## src/rtl/vif_pkg.sv

```systemverilog
package vif_pkg;

    localparam int REG_W    = 32;
    localparam int VID_LSB  = 0;
    localparam int VID_W    = 10;
    localparam int CPU_LSB  = 10;
    localparam int CPU_W    = 3;
    localparam int PRIO_LSB = 23;
    localparam int PRIO_W   = 5;
    localparam int ST_LSB   = 28;

    localparam int OFS_CTRL = 0;
    localparam int OFS_PMR  = 4;
    localparam int OFS_ACK  = 8;
    localparam int OFS_EOI  = 12;

    localparam logic [REG_W-1:0] NO_INTR = 32'd1023;

    typedef enum logic [1:0] {
        LR_INVALID  = 2'd0,
        LR_PENDING  = 2'd1,
        LR_ACTIVE   = 2'd2,
        LR_PEND_ACT = 2'd3
    } lr_state_e;

    typedef enum logic {
        VQ_QUIET  = 1'b0,
        VQ_RAISED = 1'b1
    } virq_state_e;

endpackage

```

## src/rtl/vif_lr_bank.sv

```systemverilog
module vif_lr_bank
    import vif_pkg::*;
#(
    parameter int NUM_LR = 4,
    parameter int IW     = 2
) (
    input  logic             clk,
    input  logic             rst_n,
    input  logic             hyp_we,
    input  logic [IW-1:0]    hyp_idx,
    input  logic [REG_W-1:0] hyp_data,
    input  logic             ack_go,
    input  logic [IW-1:0]    ack_idx,
    input  logic             eoi_go,
    input  logic [IW-1:0]    eoi_idx,
    output logic [REG_W-1:0] lr_q [NUM_LR]
);

    for (genvar g = 0; g < NUM_LR; g++) begin : g_ent
        logic [REG_W-1:0] ent_q;

        always_ff @(posedge clk or negedge rst_n) begin
            if (!rst_n) begin
                ent_q <= '0;
            end else if (hyp_we && (hyp_idx == IW'(g))) begin
                ent_q <= hyp_data;
            end else if (eoi_go && (eoi_idx == IW'(g))) begin
                ent_q[ST_LSB +: 2] <= LR_INVALID;
            end else if (ack_go && (ack_idx == IW'(g))) begin
                ent_q[ST_LSB +: 2] <= LR_ACTIVE;
            end
        end

        assign lr_q[g] = ent_q;
    end

endmodule

```

## src/rtl/vif_pick.sv

```systemverilog
module vif_pick #(
    parameter int NUM_LR = 4,
    parameter int IW     = 2,
    parameter int PW     = 5
) (
    input  logic [NUM_LR-1:0] pend,
    input  logic [PW-1:0]     prio [NUM_LR],
    output logic              valid,
    output logic [IW-1:0]     idx
);

    logic [PW-1:0] best;

    always_comb begin
        valid = 1'b0;
        idx   = '0;
        best  = '1;
        for (int i = 0; i < NUM_LR; i++) begin
            if (pend[i] && (!valid || (prio[i] < best))) begin
                valid = 1'b1;
                idx   = IW'(i);
                best  = prio[i];
            end
        end
    end

endmodule

```

## src/rtl/vif_eoi_match.sv

```systemverilog
module vif_eoi_match #(
    parameter int NUM_LR = 4,
    parameter int IW     = 2,
    parameter int VW     = 10,
    parameter int CW     = 3
) (
    input  logic [NUM_LR-1:0] live,
    input  logic [VW-1:0]     vid [NUM_LR],
    input  logic [CW-1:0]     cpu [NUM_LR],
    input  logic [VW-1:0]     q_vid,
    input  logic [CW-1:0]     q_cpu,
    output logic              hit,
    output logic [IW-1:0]     idx
);

    always_comb begin
        hit = 1'b0;
        idx = '0;
        for (int i = 0; i < NUM_LR; i++) begin
            if (!hit && live[i] && (vid[i] == q_vid) && (cpu[i] == q_cpu)) begin
                hit = 1'b1;
                idx = IW'(i);
            end
        end
    end

endmodule

```

## src/rtl/vif_virq_fsm.sv

```systemverilog
module vif_virq_fsm
    import vif_pkg::*;
(
    input  logic clk,
    input  logic rst_n,
    input  logic pend_any,
    input  logic en,
    output logic virq
);

    virq_state_e state_q, state_d;

    always_ff @(posedge clk or negedge rst_n) begin
        if (!rst_n) begin
            state_q <= VQ_QUIET;
        end else begin
            state_q <= state_d;
        end
    end

    always_comb begin
        state_d = state_q;
        unique case (state_q)
            VQ_QUIET:  if (pend_any && en) state_d = VQ_RAISED;
            VQ_RAISED: if (!pend_any)      state_d = VQ_QUIET;
        endcase
    end

    always_comb begin
        virq = (state_q == VQ_RAISED);
    end

endmodule

```

## src/rtl/virq_ack_if.sv

```systemverilog
module virq_ack_if
    import vif_pkg::*;
#(
    parameter int NUM_LR = 4,
    parameter int AW     = 4,
    localparam int IW    = (NUM_LR > 1) ? $clog2(NUM_LR) : 1
) (
    input  logic             clk,
    input  logic             rst_n,
    input  logic [AW-1:0]    reg_addr,
    input  logic             reg_rd,
    input  logic             reg_wr,
    input  logic [REG_W-1:0] reg_wdata,
    output logic [REG_W-1:0] reg_rdata,
    input  logic             lr_wr_en,
    input  logic [IW-1:0]    lr_wr_idx,
    input  logic [REG_W-1:0] lr_wr_data,
    input  logic [IW-1:0]    lr_rd_idx,
    output logic [REG_W-1:0] lr_rd_data,
    output logic             virq
);

    localparam logic [AW-1:0] A_CTRL = AW'(OFS_CTRL);
    localparam logic [AW-1:0] A_PMR  = AW'(OFS_PMR);
    localparam logic [AW-1:0] A_ACK  = AW'(OFS_ACK);
    localparam logic [AW-1:0] A_EOI  = AW'(OFS_EOI);

    logic [REG_W-1:0]  lr_q [NUM_LR];
    logic [NUM_LR-1:0] pend_vec;
    logic [NUM_LR-1:0] live_vec;
    logic [PRIO_W-1:0] prio_arr [NUM_LR];
    logic [VID_W-1:0]  vid_arr  [NUM_LR];
    logic [CPU_W-1:0]  cpu_arr  [NUM_LR];
    logic [2*NUM_LR-1:0] lr_state_flat;

    for (genvar g = 0; g < NUM_LR; g++) begin : g_fld
        assign pend_vec[g]  = lr_q[g][ST_LSB];
        assign live_vec[g]  = |lr_q[g][ST_LSB +: 2];
        assign prio_arr[g]  = lr_q[g][PRIO_LSB +: PRIO_W];
        assign vid_arr[g]   = lr_q[g][VID_LSB +: VID_W];
        assign cpu_arr[g]   = lr_q[g][CPU_LSB +: CPU_W];
        assign lr_state_flat[2*g +: 2] = lr_q[g][ST_LSB +: 2];
    end

    logic [REG_W-1:0]  ctrl_q;
    logic [PRIO_W-1:0] pmr_q;
    logic [REG_W-1:0]  rdata_q;
    logic [REG_W-1:0]  rd_next;
    logic              ctrl_en;

    logic sel_ctrl, sel_pmr, sel_ack, sel_eoi;
    logic pick_valid, eoi_hit, ack_go, eoi_go;
    logic [IW-1:0] pick_idx, eoi_idx;

    assign ctrl_en  = ctrl_q[0];
    assign sel_ctrl = (reg_addr == A_CTRL);
    assign sel_pmr  = (reg_addr == A_PMR);
    assign sel_ack  = (reg_addr == A_ACK);
    assign sel_eoi  = (reg_addr == A_EOI);

    vif_pick #(
        .NUM_LR (NUM_LR),
        .IW     (IW),
        .PW     (PRIO_W)
    ) u_pick (
        .pend   (pend_vec),
        .prio   (prio_arr),
        .valid  (pick_valid),
        .idx    (pick_idx)
    );

    vif_eoi_match #(
        .NUM_LR (NUM_LR),
        .IW     (IW),
        .VW     (VID_W),
        .CW     (CPU_W)
    ) u_match (
        .live   (live_vec),
        .vid    (vid_arr),
        .cpu    (cpu_arr),
        .q_vid  (reg_wdata[VID_LSB +: VID_W]),
        .q_cpu  (reg_wdata[CPU_LSB +: CPU_W]),
        .hit    (eoi_hit),
        .idx    (eoi_idx)
    );

    assign ack_go = reg_rd && sel_ack && ctrl_en && pick_valid;
    assign eoi_go = reg_wr && sel_eoi && eoi_hit;

    vif_lr_bank #(
        .NUM_LR   (NUM_LR),
        .IW       (IW)
    ) u_bank (
        .clk      (clk),
        .rst_n    (rst_n),
        .hyp_we   (lr_wr_en),
        .hyp_idx  (lr_wr_idx),
        .hyp_data (lr_wr_data),
        .ack_go   (ack_go),
        .ack_idx  (pick_idx),
        .eoi_go   (eoi_go),
        .eoi_idx  (eoi_idx),
        .lr_q     (lr_q)
    );

    always_ff @(posedge clk or negedge rst_n) begin
        if (!rst_n) begin
            ctrl_q <= '0;
            pmr_q  <= '0;
        end else if (reg_wr) begin
            if (sel_ctrl) ctrl_q <= reg_wdata;
            if (sel_pmr)  pmr_q  <= reg_wdata[PRIO_W-1:0];
        end
    end

    always_comb begin
        rd_next = '0;
        if (sel_ctrl) begin
            rd_next = ctrl_q;
        end else if (sel_pmr) begin
            rd_next = {{(REG_W-PRIO_W){1'b0}}, pmr_q};
        end else if (sel_ack) begin
            rd_next = ack_go ? {{(REG_W-CPU_W-VID_W){1'b0}}, cpu_arr[pick_idx], vid_arr[pick_idx]}
                             : NO_INTR;
        end
    end

    always_ff @(posedge clk or negedge rst_n) begin
        if (!rst_n) begin
            rdata_q <= '0;
        end else if (reg_rd) begin
            rdata_q <= rd_next;
        end
    end

    assign reg_rdata  = rdata_q;
    assign lr_rd_data = lr_q[lr_rd_idx];

    vif_virq_fsm u_fsm (
        .clk      (clk),
        .rst_n    (rst_n),
        .pend_any (|pend_vec),
        .en       (ctrl_en),
        .virq     (virq)
    );

endmodule

```

## config.mk

```make
export PLATFORM = sky130hd
export DESIGN_NAME = virq_ack_if
export DESIGN_NICKNAME = d
export VERILOG_FILES = /design/src/rtl/vif_pkg.sv /design/src/rtl/vif_lr_bank.sv /design/src/rtl/vif_pick.sv /design/src/rtl/vif_eoi_match.sv /design/src/rtl/vif_virq_fsm.sv /design/src/rtl/virq_ack_if.sv
export SDC_FILE = /design/constraint.sdc
export NUM_CORES = 1
export LEC_CHECK = 0
export ABC_AREA = 1
export BUFFER_PORTS_ARGS = -buffer_cell sky130_fd_sc_hd__buf_2
export CAP_MARGIN = 40
export CORE_MARGIN = 1
export CORE_UTILIZATION = 45
export CTS_CLUSTER_DIAMETER = 60
export DETAILED_ROUTE_END_ITERATION = 10
export GPL_TIMING_DRIVEN = 0
export PLACE_DENSITY_LB_ADDON = 0.15
export SLEW_MARGIN = 10
export SYNTH_ARGS = -nofsm -noshare
export SYNTH_HDL_FRONTEND = slang
export SYNTH_SLANG_ARGS = --single-unit
```

## constraint.sdc

```tcl
create_clock -name clk -period 6.7 [get_ports clk]
set_clock_uncertainty 0.2 [all_clocks]
set_input_delay 1.34 -clock clk [delete_from_list [all_inputs] [get_ports clk]]
set_output_delay 1.34 -clock clk [all_outputs]
set_load 0.01 [all_outputs]
```

==> run summary, run 1 <==
The flow ran to the end, and the final reports show no timing, DRC or antenna violations. After synthesis, the mean cell area works out to between 7 and 8 um^2. The top-level port count is 142. TritonCTS built the clock tree. In the routed layout, each cell is associated on average with a via count of 5.53. The largest net degree at the start of global routing is 101. The Yosys step of the flow raised 0 warnings. The number of endpoints with negative hold slack in the final report is 0. STA classifies the critical path startpoint as a flop.

The worst stage delay on the critical path came out at roughly 0.39 ns. The max-cap violation count is 0. Once placement finished, the instance area stood at about 0.011 mm^2.

The least setup slack across all paths after layout is 0.632 ns. The via count of the first global-routing pass came out at 8843. The post-route minimum period is 6.07 ns. The XOR/XNOR share of the synthesized area is 1.05%. The simple-gate share of the synthesized area came out at 19.7%. In this run the register-to-register setup slack is 0.63 ns. The main combinational cell family by area after synthesis is simple AND/OR/NAND/NOR gates.

The power density normalized to cell area came out at 284 mW/mm^2. The biggest area consumer among synthesized cells is sky130_fd_sc_hd__dfrtp_1. The initial antenna violation count was 0. The share of synthesized area occupied by flip-flops and latches came out at about 50%. Registers take 0.00495 mm^2. The share of flip-flops with an asynchronous set or reset after synthesis came out at 100%. The full die area is 0.0228 mm^2.

The initial core utilization is 45.8%. The slew of the pin with the lowest slew margin is roughly 0.85 ns. Adding up every negative setup slack in the final design gives 0 ns. In this run the worst hold path is classified as flop to flop.

In this run the worst setup path begins at u_bank.g_ent[0].ent_q[28]. The number of nets in the synthesized netlist is 1351. The number of gates resized after CTS came out at 0.

The count of buffers added by post-CTS timing repair for setup came out at 0. After synthesis, the share of cell area in mux cells is 2.14%. The worst hold path begins at reg_rdata[4]. Compared with the post-synthesis result, the final layout area differs by 16.6%.

After the last flow step, the layout net total stands at 1510. The maximum level of the CTS H-tree is 4. The number of buffers added by the clock tree synthesis step came out at 17.

The portion of synthesized cell area occupied by the leading cell type came out at 49.5%. The length of the first detailed-routing pass in iterations came out at 5. The critical-path cell with the highest stage delay is sky130_fd_sc_hd__clkbuf_1. The area share of fa/ha/maj cells after synthesis is 1.25%. Among the stages of the critical path, the cell type that occurs most often is sky130_fd_sc_hd__nand2_1. The number of hold-repair buffers added at the cts stage came out at 0.

The number of sinks handled by clock tree synthesis is 198. For the worst setup path, the data required time is 6.83 ns. The critical path arrival is 6.20 ns. The tightest slew margin relative to the limit came out at a little over two fifths.

In the synthesized netlist, the number of instances is 1264. The number of nets with antenna violations after routing came out at 0. The total detailed-routing wirelength came out at between 30000 and 40000 um. The core region is approximately 0.022 mm^2. The die is between 150 and 200 um tall.

The number of I/O port buffers is 139. By area the synthesized netlist is led by sky130_fd_sc_hd__dfrtp_1 (50%), sky130_fd_sc_hd__o21ai_0 (13%), sky130_fd_sc_hd__nand2_1 (12%). The layout has 2174 filler cells. The number of distinct library cells after synthesis is 35. The number of placement rows is 54. Setup repair after global routing left no endpoint under its margin. In this run the worst setup path terminates at reg_rdata[5].

The maximum number of buffers from clock root to sink is 2. The leakage dissipation came out at 5.77 nW. The number of DRC violations after detailed-routing iteration 0 came out at 839. The critical path in this run is classified as flop to flop. After detailed routing, the number of remaining DRC violations is 0. The count of cells along the worst register-to-register path came out at 38.

The share of final-layout standard cells stronger than drive strength 1 is 14.4%. The remaining global-route overflow is 0. The final-report setup violation count is 0. After detailed routing, the average wire length per cell comes to approximately 19 um. The final number of max-transition violations is 0. The total inserted antenna cells is 0. Detailed placement finished with a half-perimeter wire length of 24000 um.

The endpoint of the most critical register-to-register path is reg_rdata[5]. The wire length of the first global-routing pass came out at 50100 um. The critical-path maximum fanout came out at 10. The most used standard cell by instance count after synthesis is sky130_fd_sc_hd__nand2_1. The synthesized netlist devotes about a fifth of its cell area to compound gates.

In the global route stage, overall resource usage came out at between 20 and 30%. Summing all multi-input logic gate instances after layout gives 0.00432 mm^2. Derived from the worst setup path, the maximum achievable clock frequency is 165 MHz. At the placement stage, the worst setup path has a slack of between 0.7 and 0.8 ns. The via total after detailed routing came out at 9485. The share of the cycle needed by the critical path after routing came out at 90.6%. The flop and latch count out of synthesis came out at 198. After clock tree synthesis, the clock-pin slew on the worst setup and hold paths is 0.08 ns. Summing every instance area after synthesis gives ~0.010 mm^2. The number of flops mapped to enable cells by yosys came out at 0. The final estimated routing congestion in global placement came out at 0.981. The commonest register cell after synthesis is sky130_fd_sc_hd__dfrtp_1. STA classifies the critical path endpoint as a flop. The post-layout instance count excluding filler cells came out at 1716. The die boundary width is 151 um. The number of placed instances with taps included came out at 1684. VDD sags by at most ~0.16 mV. By count the netlist is led by sky130_fd_sc_hd__nand2_1 (324), sky130_fd_sc_hd__o21ai_0 (253), sky130_fd_sc_hd__dfrtp_1 (198).

The final design area excluding fillers came out at 0.0117 mm^2. The later-pin clock latency in the skew report came out at between 0.4 and 0.5 ns. The buffer cell driving the clock tree root is sky130_fd_sc_hd__clkbuf_16. The launch instance of the worst register-to-register path is u_bank.g_ent[0].ent_q[28].
## routing by layer
| metal | global-route usage [%] | vias to the layer above | share of wire (%) |
|---|---|---|---|
| met5 | 0 | - | 0 |
| met2 | 45.1 | 390 | 45 |
| li1 | - | 4539 | - |
| met4 | 11.4 | 0 | 2.9 |
| met1 | 41.7 | 4489 | 45 |
| met3 | 4.82 | 67 | 6.8 |
## sequential cells by signal, indices dropped and copies added (netlist names)
name,count
pmr_q,5
u_fsm.virq,1
reg_rdata,32
u_bank.g_ent.ent_q,128
ctrl_q,32
## where the power goes
group	switching [W]	internal, W
combinational	0.000467	0.000283
clock	0.000513	0.000505
sequential	0.000168	0.00138
total	0.00115	0.00217
## cells in the final DEF (no fill, tap or decap), types with 2 or more instances in the layout
cell	n
sky130_fd_sc_hd__nor2_1	86
sky130_fd_sc_hd__a31oi_1	2
sky130_fd_sc_hd__a221oi_1	9
sky130_fd_sc_hd__nand2_2	7
sky130_fd_sc_hd__buf_2	140
sky130_fd_sc_hd__inv_6	3
sky130_fd_sc_hd__xnor2_1	4
sky130_fd_sc_hd__ha_1	10
sky130_fd_sc_hd__clkinv_1	2
sky130_fd_sc_hd__inv_8	3
sky130_fd_sc_hd__nand3_1	47
sky130_fd_sc_hd__clkinv_4	4
sky130_fd_sc_hd__o211ai_1	5
sky130_fd_sc_hd__nand4_1	9
sky130_fd_sc_hd__nor4_1	4
sky130_fd_sc_hd__clkbuf_1	59
sky130_fd_sc_hd__mux2_2	19
sky130_fd_sc_hd__dfrtp_1	198
sky130_fd_sc_hd__o22ai_1	44
sky130_fd_sc_hd__nor2_2	2
sky130_fd_sc_hd__clkbuf_16	17
sky130_fd_sc_hd__nor3_1	4
sky130_fd_sc_hd__a21oi_1	27
sky130_fd_sc_hd__o2111ai_1	5
sky130_fd_sc_hd__clkinv_8	2
sky130_fd_sc_hd__o21ai_1	2
sky130_fd_sc_hd__a211oi_1	3
sky130_fd_sc_hd__inv_1	117
sky130_fd_sc_hd__buf_6	5
sky130_fd_sc_hd__nand2_1	324
sky130_fd_sc_hd__o21ai_0	253
sky130_fd_sc_hd__xor2_1	8
## critical path, delay by kind of cell (launching register included)
family / cells / cell delay (ns)
AND/OR/NAND/NOR: 23 / 2.16
buffers and inverters: 6 / 1.20
adder cells (fa/ha/maj): 3 / 0.89
flip-flops: 1 / 0.37
AO/OA/AOI/OAI: 6 / 1.13
## how the worst min path moves through the flow
stage,end,depth (start not counted)
6_report,reg_rdata[4],2
5_1_grt,ctrl_q[9],2
2_1_floorplan,pmr_q[0],2
3_3_place_gp,reg_rdata[3],2
3_5_place_dp,reg_rdata[4],2
4_1_cts,reg_rdata[14],2
## metrics by stage
stage | utilization [%] | hold slack (ns) | power, W
global route | 53.5 | 0.299 | 0.00348
CTS | 53.5 | 0.284 | 0.00331
global placement | 50.6 | 0.259 | 0.00229
finish | 53.5 | 0.277 | 0.00331
floorplan | - | 0.248 | 0.00200
detailed placement | 50.8 | 0.266 | 0.00230
## kinds of logic (layout without fill, tap and decap cells)
group / count (synthesis) / in the layout
and+or+nand+nor: 488 / 488
xor gates and xnor gates: 12 / 12
adders and majority gates: 10 / 10
DFF: 198 / 198
buffers and inverters: 185 / 357
muxes: 19 / 19
AOI/OAI and AO/OA: 352 / 352
## area by class of cell
class                           instances  area share, %
Buffer                                 66           2.47
Clock buffer                           19           3.80
Clock inverter                         13           1.14
Inverter                              119           3.83
Multi-Input combinational cell        881           37.0
Sequential cell                       198           42.5
Tap cell                              280           3.00
Timing Repair Buffer                  140           6.29
Power figures use the tool's default switching activity.
==> run 2: changes to the inputs <==
Settings changed: ABC_AREA 1 to not set, ABC_CLOCK_PERIOD_IN_PS set to 6700.
==> run summary, run 2 <==
The first global-routing pass estimated 42300 um of wire. When the netlist entered floorplanning its net count stood at 1005. The library cell used most frequently in the layout, excluding fill and tap cells, is sky130_fd_sc_hd__nand2_1. The post-layout instance count excluding filler cells is 1364. The CTS tree is done. The critical-path cell with the highest stage delay is sky130_fd_sc_hd__a221oi_1.

The core region is 0.0218 mm^2. The number of hold-repair buffers added at the cts stage came out at 0. For this run, design rule violations remaining after detail routing come to 0. Before antenna repair, the detailed router went through 5 iterations. The most used standard cell by instance count after synthesis is sky130_fd_sc_hd__nand2_1. The final number of max-transition violations was 0.

The share of final-layout standard cells stronger than drive strength 1 is about 30%. The synthesis warning total came out at 0. The share of flip-flops with an asynchronous set or reset after synthesis is 100%. The number of sinks handled by clock tree synthesis came out at 198. At the pin with the least slew margin, the transition time is 0.831 ns. The max-cap violation count is 0. The mapped cell area came out at 0.00999 mm^2. The number of I/O port buffers came out at 126. For this run, the leading register cell type out of synthesis is sky130_fd_sc_hd__dfrtp_1. After detailed routing, the number of vias per cell comes to ~5.6.

The endpoint identified for the worst register-to-register timing path is reg_rdata[4]. Synthesis instantiated between 50 and 60 different standard cells from the library. The number of buffers added by the clock tree synthesis step came out at 17.

The classification of the worst setup path is flop to flop. The clock slew at the register clock pins of the worst setup and hold paths came out at approximately 0.070 ns. The worst stage delay on the critical path came out at 0.43 ns.

The detailed placer's ending HPWL is 20000 um. The switching power summed over all nets came out at 0.00109 W. The growth of design area from synthesis to finish came out at 17.0%. The number of nets with antenna violations after routing came out at 0.

The mean instance size in the synthesized netlist is 10.9 um^2. The flow ran to the end, and the final reports show no timing, DRC or antenna violations. In this run the core area contains 54 standard-cell rows. The internal power summed over all cells is 0.00238 W. The initial core utilization came out at between 40 and 50%. The H-tree was split into 4 levels.

The cell area after placement came out at approximately 0.011 mm^2. Counting flops and latches in the post-synthesis netlist gives 198. The full die area came out at 0.0228 mm^2. The worst vdd rail ir drop came out at 0.166 mV. The largest total area in the synthesized netlist belongs to sky130_fd_sc_hd__dfrtp_1. Of the synthesized area, sequential elements account for 49.6%. The maximum number of buffers from clock root to sink is 2. The final estimated routing congestion in global placement came out at 0.998.

The via total after detailed routing is 7595. The critical-path maximum fanout came out at 10. The count of cells along the worst register-to-register path is 25. The worst hold path belongs to the class flop to flop. The tree is rooted in a sky130_fd_sc_hd__clkbuf_16. Setup violations remaining at the end of the flow were counted as 0.

Headroom to the max-slew limit came out at approximately 44%. The post-route minimum period is 6.29 ns. The total routing usage reported by global routing came out at 25.0%. The number of DRC violations after detailed-routing iteration 0 is 654. The floorplan step set the die width to 151 um. The combinational share of power came out at roughly 25%. The achievable clock frequency came out at approximately 160 MHz.

The critical path arrival came out at 6.37 ns. The minimum setup slack among reg-to-reg paths is 0.41 ns. The number of endpoints with negative hold slack in the final report was 0. The count of cells along the worst hold path is 2. The power density normalized to cell area came out at ~300 mW/mm^2. The register with the most flip-flops in the final layout is u_bank.g_ent.ent_q. By area the synthesized netlist is led by sky130_fd_sc_hd__dfrtp_1 (50%), sky130_fd_sc_hd__mux2_2 (11%), sky130_fd_sc_hd__nand2_1 (7.6%). The clock group share of total power came out at between 20% and 30%. The finished cells cover 0.0117 mm^2. The portion of synthesized cell area occupied by the leading cell type is 49.6%. The remaining global-route overflow came out at 0. The number of placed instances with taps included came out at approximately 1300.

The synthesized instance count is 918. The share of the cycle needed by the critical path after routing came out at 93.9%. STA classifies the critical path endpoint as a flop. Counting the fill cells in the layout gives about 2000.

In this run, synthesis inferred 0 flip-flops with an integrated enable. Among cell families on the critical path, the largest total delay comes from compound AO/OA/AOI/OAI gates. The total detailed-routing wirelength is 27300 um. The via count of the first global-routing pass is 7475. The register with the most flip-flops in the layout has 128 of them.

The final layout net count is 1157. The later-pin clock latency in the skew report came out at 0.43 ns. The library cells used most frequently in the layout, excluding fill and tap cells, are sky130_fd_sc_hd__nand2_1 (203), sky130_fd_sc_hd__dfrtp_1 (198), sky130_fd_sc_hd__buf_2 (128). The average wire length per cell after detail routing is ~20 um.

Counting instances in the post-synthesis netlist gives the leading cell types as sky130_fd_sc_hd__nand2_1 (203), sky130_fd_sc_hd__dfrtp_1 (198), sky130_fd_sc_hd__mux2_2 (102). For this design the top-level I/O count stands at 142. In this run the most critical hold path is launched from u_bank.g_ent[2].ent_q[16]. In this run the critical register-to-register path is launched from u_bank.g_ent[0].ent_q[28]. The sequential share of power came out at 45.3%. The die outline height came out at 151 um.

The initial antenna violation count is 2. Entering global routing, the biggest net connects 106 pins. The analysis attributes to cell leakage a power of around 5.3 nW.

The required time of the critical path came out at 6.78 ns. The cell type with the highest occurrence count on the critical path is sky130_fd_sc_hd__ha_1. The nature of the critical path startpoint is a flop.

For hold timing, the worst endpoint is u_bank.g_ent[2].ent_q[16]. The number of buffer and inverter stages on the critical path came out at 4. Net switching is 31.4% of the power.
-- run 2: cell count changes after synthesis, sizes merged, moves of 13 or more --
cell    change
o21ai     -214
inv        -82
xor2       +13
mux4       +32
xnor2      +26
nand2     -128
nand3      -21
nand2b     +14
mux2       +84
nor2       -64
o22ai      -37
-- run 2: what timing repair did --
item                       4_1_cts  5_1_grt
buffers inserted                 0        1
pin swaps                        0        1
setup endpoints to repair        2       14
resized for setup                1        6
gates cloned                     0        0
-- run 2: cell families after synthesis --
group | after synthesis | share of synthesized area (%)
buffers and inverters | 94 | 3.66
AO/OA/AOI/OAI | 121 | 8.44
adder cells (fa/ha/maj) | 11 | 1.35
flip-flops | 198 | 49.6
AND/OR/NAND/NOR | 306 | 13.4
XOR/XNOR | 51 | 4.47
multiplexers | 137 | 19.1
-- run 2: final cells by class --
cell class | instances | area (um^2) | share of cell area, %
clock buffers | 20 | 447 | 3.82
repair buffers | 133 | 724 | 6.20
diodes | 1 | 2.50 | 0.0214
flip-flops and latches | 198 | 4950 | 42.4
inverters | 35 | 131 | 1.12
multi-input cells | 626 | 4700 | 40.2
plain buffers | 59 | 238 | 2.03
clock inverters | 12 | 141 | 1.21
well taps | 280 | 350 | 3.00
-- run 2: through the flow --
| stage | hold slack, ns | TNS [ns] | total power, W | setup slack, ns | util, % |
|---|---|---|---|---|---|
| after floorplan | 0.240 | 0 | 0.00213 | 1.17 | - |
| after global placement | 0.253 | 0 | 0.00241 | 0.0535 | 50.3 |
| after detailed placement | 0.258 | -0.0758 | 0.00244 | -0.0597 | 50.7 |
| after CTS | 0.278 | 0 | 0.00348 | 0.113 | 53.4 |
| after global routing | 0.302 | -0.0176 | 0.00366 | -0.0107 | 53.5 |
| final | 0.278 | 0 | 0.00347 | 0.410 | 53.5 |
-- run 2: worst max-delay path by stage --
stage | startpoint | endpoint | depth (start not counted) | slack [ns]
floorplan | u_bank.g_ent[0].ent_q[28] | reg_rdata[4] | 25 | 1.17
global placement | u_bank.g_ent[0].ent_q[28] | reg_rdata[4] | 25 | 0.05
detailed placement | u_bank.g_ent[0].ent_q[28] | reg_rdata[4] | 25 | -0.06
CTS | u_bank.g_ent[0].ent_q[28] | reg_rdata[4] | 25 | 0.11
global route | u_bank.g_ent[0].ent_q[28] | reg_rdata[4] | 25 | -0.01
finish | u_bank.g_ent[0].ent_q[28] | reg_rdata[4] | 25 | 0.41
-- run 2: layer usage --
metal  GRT usage (%)  vias to the layer above  part of all wire [%]
met1            35.9                     3779                    46
met2            37.9                      260                    45
met5               0                        -                 0.048
li1                -                     3517                     -
met3            4.31                       37                   6.5
met4            9.40                        2                   2.2
-- run 2: worst register-to-register path: stages (launching register included) --
cell and delay (ns):
sky130_fd_sc_hd__dfrtp_1 0.40, sky130_fd_sc_hd__clkbuf_2 0.27, sky130_fd_sc_hd__nor2b_1 0.21, sky130_fd_sc_hd__ha_1 0.27
sky130_fd_sc_hd__and3_1 0.20, sky130_fd_sc_hd__a211oi_2 0.21, sky130_fd_sc_hd__a21boi_4 0.32, sky130_fd_sc_hd__mux2_2 0.39
sky130_fd_sc_hd__ha_1 0.32, sky130_fd_sc_hd__a21oi_1 0.15, sky130_fd_sc_hd__o21ai_1 0.11, sky130_fd_sc_hd__a21o_1 0.20
sky130_fd_sc_hd__o21ai_2 0.24, sky130_fd_sc_hd__buf_2 0.26, sky130_fd_sc_hd__nor2_1 0.06, sky130_fd_sc_hd__a21oi_1 0.14
sky130_fd_sc_hd__ha_1 0.28, sky130_fd_sc_hd__nand4_1 0.15, sky130_fd_sc_hd__inv_1 0.05, sky130_fd_sc_hd__a221oi_1 0.43
sky130_fd_sc_hd__o21ai_2 0.15, sky130_fd_sc_hd__a211oi_2 0.32, sky130_fd_sc_hd__clkbuf_4 0.31, sky130_fd_sc_hd__nand2b_1 0.09
sky130_fd_sc_hd__a221oi_2 0.27, sky130_fd_sc_hd__o221ai_1 0.15
-- run 2: power groups by stage --
stage / clock, W / sequential, W / combinational [W]
final: 0.00104 / 0.00157 / 0.000864
after global routing: 0.00111 / 0.00160 / 0.000953
after CTS: 0.00106 / 0.00156 / 0.000859
after detailed placement: 0 / 0.00159 / 0.000854
after global placement: 0 / 0.00158 / 0.000835
after floorplan: 0 / 0.00153 / 0.000597
==> run 3: changes to the inputs <==
==> constraint.sdc (replaced) <==
create_clock -name clk -period 6.7 [get_ports clk]
set_clock_uncertainty 0.2 [all_clocks]
set_input_delay 0 -clock clk [delete_from_list [all_inputs] [get_ports clk]]
set_output_delay 0 -clock clk [all_outputs]
set_load 0.01 [all_outputs]
==> run summary, run 3 (synthesized netlist as in run 2, its figures left out) <==
The number of design rule violations left after detail routing came out at 0. The library cell used most frequently in the layout, excluding fill and tap cells, is sky130_fd_sc_hd__nand2_1. The share of the cycle needed by the critical path after routing came out at about 93%. The initial antenna violation count is 0. The number of DRC violations after detailed-routing iteration 0 is 632. 142 I/O pins were placed. Compared with the post-synthesis result, the final layout area differs by 25.1%.

The share of final-layout standard cells stronger than drive strength 1 came out at 27.7%. The die outline height is ~150 um. The slew of the pin with the lowest slew margin came out at 0.872 ns. Of the total power, the clock network draws 29.5%.

In this run the power spent charging and discharging nets is about 0.0011 W. The later-pin clock latency in the skew report is 0.44 ns. Routability-driven placement finished with a final weighted congestion of approximately 1. The largest net degree at the start of global routing is 106.

Counting flops per register, the top entry is u_bank.g_ent.ent_q. From left edge to right edge, the die measures 151 um. The nature of the critical path startpoint is a flop.

The via count of the first global-routing pass came out at 7835. The maximum level of the CTS H-tree came out at 4. The initial core utilization is 45.8%.

The number of buffers added by the clock tree synthesis step is 17. The worst hold path belongs to the class input pin to asynchronous set/reset pin. The worst stage delay on the critical path came out at around 0.56 ns. The critical path arrival is 6.35 ns. The detail-routed via count per cell came out at 5.48.

The run finished, with violations left. The sequential share of power came out at between 40% and 50%. After clock tree synthesis, the clock-pin slew on the worst setup and hold paths is 0.07 ns. The maximum number of buffers from clock root to sink is 2. The average wire length per cell after detail routing came out at 19.5 um. The number of I/O port buffers came out at 126. The detailed placer's ending HPWL came out at 20000 um. Setup repair after global routing left no endpoint under its margin. The largest individual stage delay along the critical path comes from the cell sky130_fd_sc_hd__dlygate4sd3_1. The final reports fail on hold timing.

The total inserted antenna cells came out at 0. The post-layout utilization of the core is 57.2%. The type of destination of the critical path is a flop. The tool flagged a number of max-cap violations equal to 0. The register with the most flip-flops in the layout has 128 of them.

The tightest slew margin relative to the limit came out at between 40% and 50%. The CTS tree is done. The worst hold-check slack came out at -0.0263 ns. The combinational share of power came out at 25.9%. The floorplan has 54 rows. The achievable clock frequency came out at around 160 MHz. The remaining global-route overflow is 0.

Setup violations remaining at the end of the flow were counted as 0. The number of sinks handled by clock tree synthesis is roughly 200. In the layout the commonest cells are sky130_fd_sc_hd__nand2_1 (203), sky130_fd_sc_hd__dfrtp_1 (198), sky130_fd_sc_hd__buf_2 (128). The worst vdd rail ir drop is 0.170 mV. Counting I/O delays and the setup requirement, the final critical path takes 6.24 ns.

The critical-path maximum fanout came out at 10. The number of nets with antenna violations after routing is 0. The power density normalized to cell area is between 200 and 300 mW/mm^2. The length of the first detailed-routing pass in iterations came out at 7. STA puts the critical path data required time at 6.82 ns. The wire length of the first global-routing pass came out at 43900 um.

The region available for standard cell placement spans 0.0218 mm^2. The full die area is 0.0228 mm^2. The cell sitting at the root of the clock tree is a sky130_fd_sc_hd__clkbuf_16.

The internal portion of the total power is 0.00242 W. The final number of max-transition violations came out at 0. The most numerous cell type found on the critical path is sky130_fd_sc_hd__ha_1. For this run, the total global-route usage over all layers was measured as between 20% and 30%. The worst setup path is of the flop to flop kind.

The total detailed-routing wirelength is about 28000 um. The net switching share of the total power came out at 31.3%. The number of endpoints with negative hold slack in the final report came out at 32. The leakage dissipation is 5.67 nW. Total power for the finished layout comes to 0.00352 W. The final layout net count came out at 1238. The routed layout has 7918 vias.
run 3: cell types whose count changed in the layout (fill, tap and decap cells not counted):
| cell | before | now |
|---|---|---|
| sky130_fd_sc_hd__dlygate4sd3_1 | 0 | 80 |
| sky130_fd_sc_hd__a21oi_1 | 23 | 22 |
| sky130_fd_sc_hd__a21oi_2 | 0 | 1 |
| sky130_fd_sc_hd__buf_4 | 3 | 4 |
| sky130_fd_sc_hd__diode_2 | 1 | 0 |
| sky130_fd_sc_hd__o21ai_1 | 1 | 2 |
| sky130_fd_sc_hd__o21ai_2 | 2 | 1 |
run 3: final cells by class:
type,count,area [um^2]
Sequential cell,198,4950
Multi-Input combinational cell,626,4700
Tap cell,280,350
Clock buffer,20,447
Fill cell,1902,9330
Timing Repair Buffer,214,1530
Buffer,59,238
Inverter,35,131
Clock inverter,12,141
run 3: worst max-delay path: cells and delay by family (launching register included):
family                   cells  cell delay, ns
AO/OA/AOI/OAI               12            2.42
multiplexers                 1            0.37
AND/OR/NAND/NOR              5            0.72
adder cells (fa/ha/maj)      3            0.87
buffers and inverters        4            1.15
flip-flops                   1            0.40
run 3: path summary, 6_finish.rpt:
path | end | slack, ns | startpoint | cells after the start
hold reg to reg | u_bank.g_ent[2].ent_q[13] | 0.28 | u_bank.g_ent[2].ent_q[13] | 2
max in group asynchronous | u_bank.g_ent[0].ent_q[3] | 5.35 | rst_n | 3
setup / recovery | u_bank.g_ent[1].ent_q[29] | 0.46 | u_bank.g_ent[0].ent_q[28] | 25
min in group clk | reg_rdata[2] | 0.06 | reg_addr[2] | 4
hold / removal | reg_rdata[26] | -0.03 | rst_n | 2
setup reg to reg | u_bank.g_ent[1].ent_q[29] | 0.46 | u_bank.g_ent[0].ent_q[28] | 25
run 3: power groups by stage:
stage	clock network [W]	logic [W]	registers [W]
2_1_floorplan	0	0.000597	0.00153
5_1_grt	0.00110	0.00100	0.00160
4_1_cts	0.00106	0.000901	0.00156
3_3_place_gp	0	0.000835	0.00158
3_5_place_dp	0	0.000854	0.00159
6_report	0.00104	0.000910	0.00157
run 3: layer usage:
layer	GRT usage (%)	vias to the layer above	routed length (um)
li1	-	3679	-
met1	36.8	3953	13200
met2	40.1	245	13000
met3	3.80	41	1400
met4	9.25	0	644
met5	0	-	0
run 3: metrics by stage:
stage / area, um^2 / TNS (ns) / setup WS [ns] / instances
floorplan: 9990 / 0 / 1.17 / 918
CTS: 12500 / 0 / 0.113 / 1442
global placement: 11000 / 0 / 0.0535 / 1324
global route: 12500 / 0 / 0.0407 / 1444
finish: 12500 / 0 / 0.462 / 1444
detailed placement: 11100 / -0.0758 / -0.0597 / 1330
run 3: repair_timing:
| action | in CTS | in global routing |
|---|---|---|
| buffers inserted | 0 | 2 |
| hold buffers | 80 | 0 |
| endpoints found under the hold margin | 277 | 0 |
| endpoints found under the setup margin | 2 | 15 |
| resized for setup | 1 | 6 |
| pin swaps | 0 | 1 |
